$ cat src/rtl/cwt_pkg.sv
package cwt_pkg;

    typedef enum logic {
        PROTO_T0 = 1'b0,
        PROTO_T1 = 1'b1
    } proto_e;

    function automatic int unsigned limit_bits(int unsigned set_w, int unsigned mult);
        return $clog2(mult * ((1 << set_w) - 1) + 1);
    endfunction

endpackage

$ cat src/rtl/cwt_limit.sv
module cwt_limit #(
    parameter int unsigned SET_W   = 8,
    parameter int unsigned T0_MULT = 60,
    parameter int unsigned LIM_W   = cwt_pkg::limit_bits(SET_W, T0_MULT)
) (
    input  logic             proto_sel,
    input  logic [SET_W-1:0] wait_set,
    output logic [LIM_W-1:0] limit_o
);
    import cwt_pkg::*;

    logic [LIM_W-1:0] set_ext;
    logic [LIM_W-1:0] scaled;

    always_comb begin
        set_ext = LIM_W'(wait_set);
        scaled  = set_ext * LIM_W'(T0_MULT);
        limit_o = (proto_e'(proto_sel) == PROTO_T1) ? set_ext : scaled;
    end

endmodule

$ cat src/rtl/cwt_counter.sv
module cwt_counter #(
    parameter int unsigned LIM_W = 14,
    parameter int unsigned CNT_W = LIM_W + 1
) (
    input  logic             clk,
    input  logic             rst_n,
    input  logic             etu_tick,
    input  logic             char_start,
    input  logic             proto_sel,
    input  logic             rx_en,
    input  logic [LIM_W-1:0] limit_i,
    output logic             over_o
);
    localparam logic [CNT_W-1:0] CNT_MAX = '1;

    typedef struct packed {
        logic [CNT_W-1:0] cnt;
        logic             proto;
    } cnt_state_t;

    cnt_state_t st_d, st_q;
    logic       proto_chg;

    always_comb begin
        st_d       = st_q;
        st_d.proto = proto_sel;
        proto_chg  = (proto_sel != st_q.proto);
        if (!rx_en || proto_chg || char_start) begin
            st_d.cnt = '0;
        end else if (etu_tick && st_q.cnt != CNT_MAX) begin
            st_d.cnt = st_q.cnt + 1'b1;
        end
        over_o = rx_en && !proto_chg && (st_q.cnt > CNT_W'(limit_i));
    end

    always_ff @(posedge clk or negedge rst_n) begin
        if (!rst_n) begin
            st_q <= '0;
        end else begin
            st_q <= st_d;
        end
    end

    AST_HOLD_IDLE: assert property (@(posedge clk) disable iff (!rst_n)
        !rx_en |=> (st_q.cnt == '0));
    AST_START_RELOAD: assert property (@(posedge clk) disable iff (!rst_n)
        (rx_en && char_start) |=> (st_q.cnt == '0));
    AST_PROTO_RESTART: assert property (@(posedge clk) disable iff (!rst_n)
        (proto_sel != $past(proto_sel)) |=> (st_q.cnt == '0));
    AST_NO_WRAP: assert property (@(posedge clk) disable iff (!rst_n)
        (st_q.cnt == CNT_MAX) |=> (st_q.cnt == CNT_MAX || st_q.cnt == '0));

endmodule

$ cat src/rtl/cwt_flag.sv
module cwt_flag (
    input  logic clk,
    input  logic rst_n,
    input  logic set_i,
    input  logic wr_en,
    input  logic wr_data,
    output logic err_o
);
    typedef struct packed {
        logic err;
    } flag_state_t;

    flag_state_t fl_d, fl_q;
    logic        clr_req;

    always_comb begin
        fl_d    = fl_q;
        clr_req = wr_en && !wr_data && fl_q.err;
        if (set_i) begin
            fl_d.err = 1'b1;
        end else if (clr_req) begin
            fl_d.err = 1'b0;
        end
        err_o = fl_q.err;
    end

    always_ff @(posedge clk or negedge rst_n) begin
        if (!rst_n) begin
            fl_q <= '0;
        end else begin
            fl_q <= fl_d;
        end
    end

    AST_STICKY: assert property (@(posedge clk) disable iff (!rst_n)
        (fl_q.err && !(wr_en && !wr_data)) |=> fl_q.err);
    AST_CLEAR_WORKS: assert property (@(posedge clk) disable iff (!rst_n)
        (fl_q.err && wr_en && !wr_data && !set_i) |=> !fl_q.err);
    AST_SET_CAUSE: assert property (@(posedge clk) disable iff (!rst_n)
        $rose(fl_q.err) |-> $past(set_i));

endmodule

$ cat src/rtl/char_wait_timer.sv
module char_wait_timer #(
    parameter int unsigned SET_W   = 8,
    parameter int unsigned T0_MULT = 60
) (
    input  logic             clk,
    input  logic             rst_n,
    input  logic             etu_tick,
    input  logic             char_start,
    input  logic             proto_sel,
    input  logic             rx_en,
    input  logic [SET_W-1:0] wait_set,
    input  logic             flag_wr_en,
    input  logic             flag_wr_data,
    output logic             wait_err
);
    localparam int unsigned LIM_W = cwt_pkg::limit_bits(SET_W, T0_MULT);
    localparam int unsigned CNT_W = LIM_W + 1;

    logic [LIM_W-1:0] limit;
    logic             over;

    cwt_limit #(
        .SET_W   (SET_W),
        .T0_MULT (T0_MULT),
        .LIM_W   (LIM_W)
    ) i_limit (
        .proto_sel (proto_sel),
        .wait_set  (wait_set),
        .limit_o   (limit)
    );

    cwt_counter #(
        .LIM_W (LIM_W),
        .CNT_W (CNT_W)
    ) i_counter (
        .clk        (clk),
        .rst_n      (rst_n),
        .etu_tick   (etu_tick),
        .char_start (char_start),
        .proto_sel  (proto_sel),
        .rx_en      (rx_en),
        .limit_i    (limit),
        .over_o     (over)
    );

    cwt_flag i_flag (
        .clk     (clk),
        .rst_n   (rst_n),
        .set_i   (over),
        .wr_en   (flag_wr_en),
        .wr_data (flag_wr_data),
        .err_o   (wait_err)
    );

    AST_NO_ERR_WHILE_OFF: assert property (@(posedge clk) disable iff (!rst_n)
        (!rx_en && !wait_err) |=> !wait_err);
    AST_WRITE_ONE_KEEPS: assert property (@(posedge clk) disable iff (!rst_n)
        (flag_wr_en && flag_wr_data && wait_err) |=> wait_err);

endmodule

$ cat config.mk
export PLATFORM = sky130hd
export DESIGN_NAME = char_wait_timer
export DESIGN_NICKNAME = d
export VERILOG_FILES = /design/src/rtl/cwt_pkg.sv /design/src/rtl/cwt_limit.sv /design/src/rtl/cwt_counter.sv /design/src/rtl/cwt_flag.sv /design/src/rtl/char_wait_timer.sv
export SDC_FILE = /design/constraint.sdc
export NUM_CORES = 1
export LEC_CHECK = 0
export ABC_AREA = 1
export ABC_CLOCK_PERIOD_IN_PS = 1350
export BUFFER_PORTS_ARGS = -buffer_cell sky130_fd_sc_hd__buf_2
export CAP_MARGIN = 10
export CELL_PAD_IN_SITES_DETAIL_PLACEMENT = 1
export CELL_PAD_IN_SITES_GLOBAL_PLACEMENT = 1
export CORE_UTILIZATION = 35
export DETAILED_ROUTE_END_ITERATION = 8
export PLACE_DENSITY_LB_ADDON = 0.1
export SLEW_MARGIN = 30
export SYNTH_ARGS = -nofsm -noshare
export SYNTH_HDL_FRONTEND = slang
export SYNTH_SLANG_ARGS = --single-unit
$ cat constraint.sdc
create_clock -name clk -period 1.35 [get_ports clk]
set_input_delay 0.0675 -clock clk [delete_from_list [all_inputs] [get_ports clk]]
set_output_delay 0.0675 -clock clk [all_outputs]
set_load 0.02 [all_outputs]
# After elaboration in Yosys (flattened, before gate mapping)

Index checks and enable logic that the tools add are counted.

Flip-flop bits (word level): 17
Bits of input ports: 16
Word-level logic and storage cells: 25

Add/sub/neg operators: 1
Multiply operators: 1
Order comparisons: 1
Equality and inequality tests: 2
Muxes and demuxes: 5
Reduce and logical (&&, ||, !) cells: 12

Operators with widths:

| operator                                          | count |
|---|---|
| two-way mux 15 bit                                | 2 |
| adder 15 x 1 -> 15 bit, second input constant     | 1 |
| greater-than comparator 15 x 14 -> 1 bit          | 1 |
| != test 15 bit, second input constant             | 1 |
| two-way mux 14 bit                                | 1 |
| multiplier 8 x 4 -> 12 bit, second input constant | 1 |
| logical AND 1 bit                                 | 5 |
| nonzero test 2 bit                                | 2 |
| zero test 1 bit                                   | 3 |
| logical OR 1 bit                                  | 2 |
| two-way mux 1 bit                                 | 2 |
| != test 1 bit                                     | 1 |

# Logic depth before layout (Yosys ltp)

Word-level depth: 5
Mapped depth: 22
Mapped depth without buffers: 22

# Cells and area by module

From an unflattened synthesis, not the netlist that was laid out.

Cell total of the unflattened synthesis: 357
Area, all modules: 2393.5 µm²

Modules (own cells, without submodules):

| module      | times used | cells an instance | area an instance (µm²) | sequential area each (µm²) |
|---|---|---|---|---|
| cwt_counter | 1          | 211               | 1420.1                 | 400.4 |
| cwt_limit   | 1          | 140               | 929.6                  | 0.0 |
| cwt_flag    | 1          | 6                 | 43.8                   | 25.0 |

# Least setup slack after synthesis

OpenSTA, ideal clock, no wires.

Path type: input to register
From: in wait_set[5]
To: reg i_flag.fl_q (netlist: i_flag.err_o)
Setup time: 0.121 ns
Data arrival time: 2.918 ns
Required time: 1.229 ns
Slack: -1.689 ns
Stages on the path: 18
Path buffers: 0
Cell sequence: inv_1 > fa_1 > fa_1 > inv_1 > ha_1 > a21o_1 > a21oi_1 > nand2_1 > nand2_1 > nand3_1 > ha_1 > nand2_1 > nor2_1 > nand3_1 > nor2_1 > nor2_1 > nand2_1 > nand2_1

Word-level cells in the longest chain between the ends: 5
Elaborated cells on any way between the ends: 6

Ends and longest elaborated chain:

| what                                                           | RTL line              | text |
|---|---|---|
| start, declared                                                | char_wait_timer.sv:11 | `input logic [SET_W-1:0] wait_set,` |
| multiplier 8 x 4 -> 12 bit                                     | cwt_limit.sv:17       | `scaled = set_ext * LIM_W'(T0_MULT);` |
| two-way mux 14 bit (*)                                         | cwt_limit.sv:18       | `limit_o = (proto_e'(proto_sel) == PROTO_T1) ? set_ext : scaled;` |
| greater-than comparator 15 x 14 -> 1 bit (*)                   | cwt_counter.sv:33     | `over_o = rx_en && !proto_chg && (st_q.cnt > CNT_W'(limit_i));` |
| logical AND 1 bit (*)                                          | cwt_counter.sv:33     |  |
| two-way mux 1 bit / nonzero test 2 bit (equally long branches) | n/a                   |  |
| end signal, assigned                                           | cwt_flag.sv:31        | `fl_q <= fl_d;` |
| end, declared                                                  | cwt_flag.sv:13        | `flag_state_t fl_d, fl_q;` |

Every way passes the cells marked *; elsewhere a longest branch is shown, timed or not.
A chain may end at the register's enable or synchronous reset.

# Worst setup path after layout

From: in wait_set[3]
To: reg i_flag.fl_q (netlist: i_flag.err_o)

The elaborated chain is that of the path after synthesis.

==> summary.md <==
| Metric | Value |
|---|---|
| Status | `finished, violations left` |
| Violations in the final reports | `setup timing` |
| Core box area | `between 0.006 and 0.007 mm²` |
| Iteration count of the initial detailed-routing pass | `4` |
| Yosys cell types | `29` |
| Syn Nets | `406` |
| Final Skew | `0.00432 ns` |
| Congestion Overflow GR | `0` |
| Commonest cells in the netlist | `nand2_1, inv_1, nor2_1` |
| WS Path Type | `input pin to register` |
| EDFF count, synth | `0` |
| Wire per inst | `between 15 and 20 µm` |
| DIE AREA | `between 0.007 and 0.008 mm²` |
| First-pass GRT wire length | `about 13000 µm` |
| Syn-to-layout area delta | `55.0%` |
| Hold WS | `between 0.1 and 0.15 ns` |
| Setup Viol. Count Final | `15` |
| CTS buffer count | `3` |
| Crit-path leading delay family | `adder cells` |
| Worst vdd ir | `approximately 300 µV` |
| Post-synthesis sequential area ratio | `18.1%` |
| Max-Cap Viols | `0` |
| Hold Fails Final Rpt | `0` |
| Most frequent cell after synthesis | `nand2_1` |
| Clock buffer depth | `2` |
| Fin. max-slew vios | `0` |
| Clk_lat worst skew | `between 0.2 and 0.3 ns` |
| CTS sink cnt | `17` |
| Post-layout total power | `around 2700 µW` |
| Power Dens Cells | `~750 mW/mm²` |
| Antenna violations before repair | `0` |
| Post-synthesis register bit count | `17` |
| TritonCTS clock tree | `built` |
| Min-Delay Path Class | `input pin to register` |
| Chip height | `~84 µm` |
| Slew @ Worst Pin | `between 0.4 and 0.5 ns` |
| Crit path required time | `1.49 ns` |
| Drt drc | `0` |
| Critical path, cell by cell | `buf_6, clkinvlp_4, fa_1, fa_1, inv_2, ha_4, nand2_4, nand2_4, nand2_4, nand2_4, buf_4, buf_4, nand2_1, nand3_2, ha_4, nand2_1, nor2_1, nand3_2, nor2_1, nor2_1, nand2_1, nand2_1` |
| Placer Congestion | `~0.8` |
| Static leakage | `a little under 0.002 µW` |
| H-tree depth | `1` |
| Share of cells above drive strength 1 | `slightly above 40%` |
| Critical-path top delay cell | `fa_1` |
| Setup WS post-layout | `-1.74 ns` |
| CP arrival | `between 3 and 4 ns` |
| DIE WIDTH | `approximately 84 µm` |
| Starting density of the core | `36.6%` |
| Routed WL | `just over 8000 µm` |
| Ranking of synthesized cells by area | `dfrtp_1, nand2_1, ha_1` |
| Avg Cell Area, Syn | `6.77 µm²` |
| Top cell type's share of synthesized area | `a little under a fifth` |
| Buffers plus inverters on the worst setup path | `5` |
| Fin nets | `around 510` |
| Post-route clock period utilization | `229%` |
| Cell Rows | `29` |
| Largest net degree at the start of global routing | `18` |
| Crit end category | `register` |
| Final ANT Viol Nets | `0` |
| Slowest stage delay, CP | `about 0.62 ns` |
| Vias in the first global route | `2787` |
| Port Buffers | `16` |
| Dpl hpwl | `around 6100 µm` |
| Synthesis warning total | `0` |
| Clk root buf | `clkbuf_8` |
| Startpoint Class | `input pin` |
| Post-synthesis cell count | `around 350` |
| Post-DR vias/cell | `4.98` |
| Worst-path clk slew | `~0.07 ns` |
| Critical path peak fanout | `5` |
| Vias | `approximately 2600` |
| Max Clk Rate | `roughly 320 MHz` |
| Ant diodes | `0` |
| Commonest register cell after synthesis | `dfrtp_1` |
| Area leader, netlist | `dfrtp_1` |
| Gr usage total | `between 20% and 30%` |
| FFs w/ async S/R, synth | `100%` |
| Starting DRC count in detailed routing | `53` |
| RSZ-0062 raised after global routing | `true` |
| Tmin final | `between 3 and 4 ns` |
| Relative slew slack | `a little under three quarters` |
| Mapped cell area | `around 0.0023 mm²` |
| IO Pins | `17` |
layout make-up:
type | count | area, µm²
Fill cell | 809 | 2780
Multi-Input combinational cell | 265 | 2050
Timing Repair Buffer | 99 | 768
Sequential cell | 17 | 427
Inverter | 60 | 246
Tap cell | 77 | 96.3
Clock buffer | 4 | 45.0
Timing Repair inverter | 1 | 6.26
timing repair:
action	CTS	global route
hold buffers	1	0
gates resized for setup	31	54
pin swaps	22	36
gates cloned	1	1
hold endpoints to repair	17	0
setup endpoints to repair	16	16
buffers inserted	5	7
state kept, by name, summed over array words and instances, names as in the netlist:
| signal | count |
|---|---|
| i_flag.err_o | 1 |
| i_counter.st_q | 16 |
final timing paths:
path	startpoint	to	slack, ns	depth (start not counted)
min	proto_sel	i_counter.st_q[0]	0.10	2
max in group asynchronous	rst_n	i_counter.st_q[7]	0.74	2
max reg2reg	i_counter.st_q[2]	i_flag.err_o	-0.19	10
min reg2reg	i_counter.st_q[4]	i_counter.st_q[4]	0.56	2
max	wait_set[3]	i_flag.err_o	-1.74	22
min in group asynchronous	rst_n	i_counter.st_q[14]	0.28	2
worst reg2reg max path, delay by kind of cell, from the launching register on:
kind	cells	cell delay, ns
flip-flops	1	0.41
AND/OR/NAND/NOR	7	0.39
adder cells (fa/ha/maj)	1	0.30
AO/OA/AOI/OAI	1	0.16
buffers and inverters	1	0.15
where the power goes:
| group | total [µW] | internal (µW) | switching (µW) |
|---|---|---|---|
| sequential | 514 | 512 | 2.23 |
| combinational | 1820 | 844 | 980 |
| clock | 403 | 210 | 193 |
| total | 2740 | 1570 | 1170 |
cells in the final DEF, fill, tap and decap left out, types with 5 or more instances in the layout:
cell type  netlist  layout
nand3_2          0      10
inv_2            1       6
buf_4            0      79
fa_1            13      11
ha_1            30      20
nand3_1         27      14
nor2_2           2       5
nor2_1          31      24
o21ai_0          8       6
dfrtp_1         17      16
inv_1           59      48
nand4_1         15      15
buf_2            2      12
ha_4             0      10
nand2_4          1       8
nand2_1        103      87
nand2_2          1      10
a21oi_1         12       7
nor2_4           3       7
metrics by stage:
step	util, %	cell area [µm²]	setup slack [ns]	instances	setup TNS (ns)
after floorplan	-	2460	-1.56	347	-2.37
after global placement	48.7	3130	-1.94	505	-5.27
after detailed placement	48.7	3130	-2.04	505	-6.07
after CTS	52.8	3390	-1.60	516	-2.80
after global routing	56.7	3640	-1.89	523	-4.39
final	56.7	3640	-1.74	523	-3.30
logic make-up after synthesis:
| family | Yosys count | share of synthesized area [%] |
|---|---|---|
| AND/OR/NAND/NOR | 187 | 34.9 |
| buffers and inverters | 65 | 10.8 |
| adder cells (fa/ha/maj) | 43 | 27.1 |
| AO/OA/AOI/OAI | 31 | 7.61 |
| flip-flops | 17 | 18.1 |
| XOR/XNOR | 4 | 1.49 |
routing by layer:
layer | vias to the layer above | routed length [µm] | global-route usage (%) | share of wire, %
met1 | 1259 | 3750 | 31.7 | 45
met3 | 8 | 206 | 2.77 | 2.5
met4 | 0 | 77 | 2.98 | 0.93
met2 | 34 | 4230 | 40.5 | 51
met5 | - | 0 | 0 | 0
li1 | 1304 | - | - | -
No activity file was read; power rests on OpenSTA's default activity.
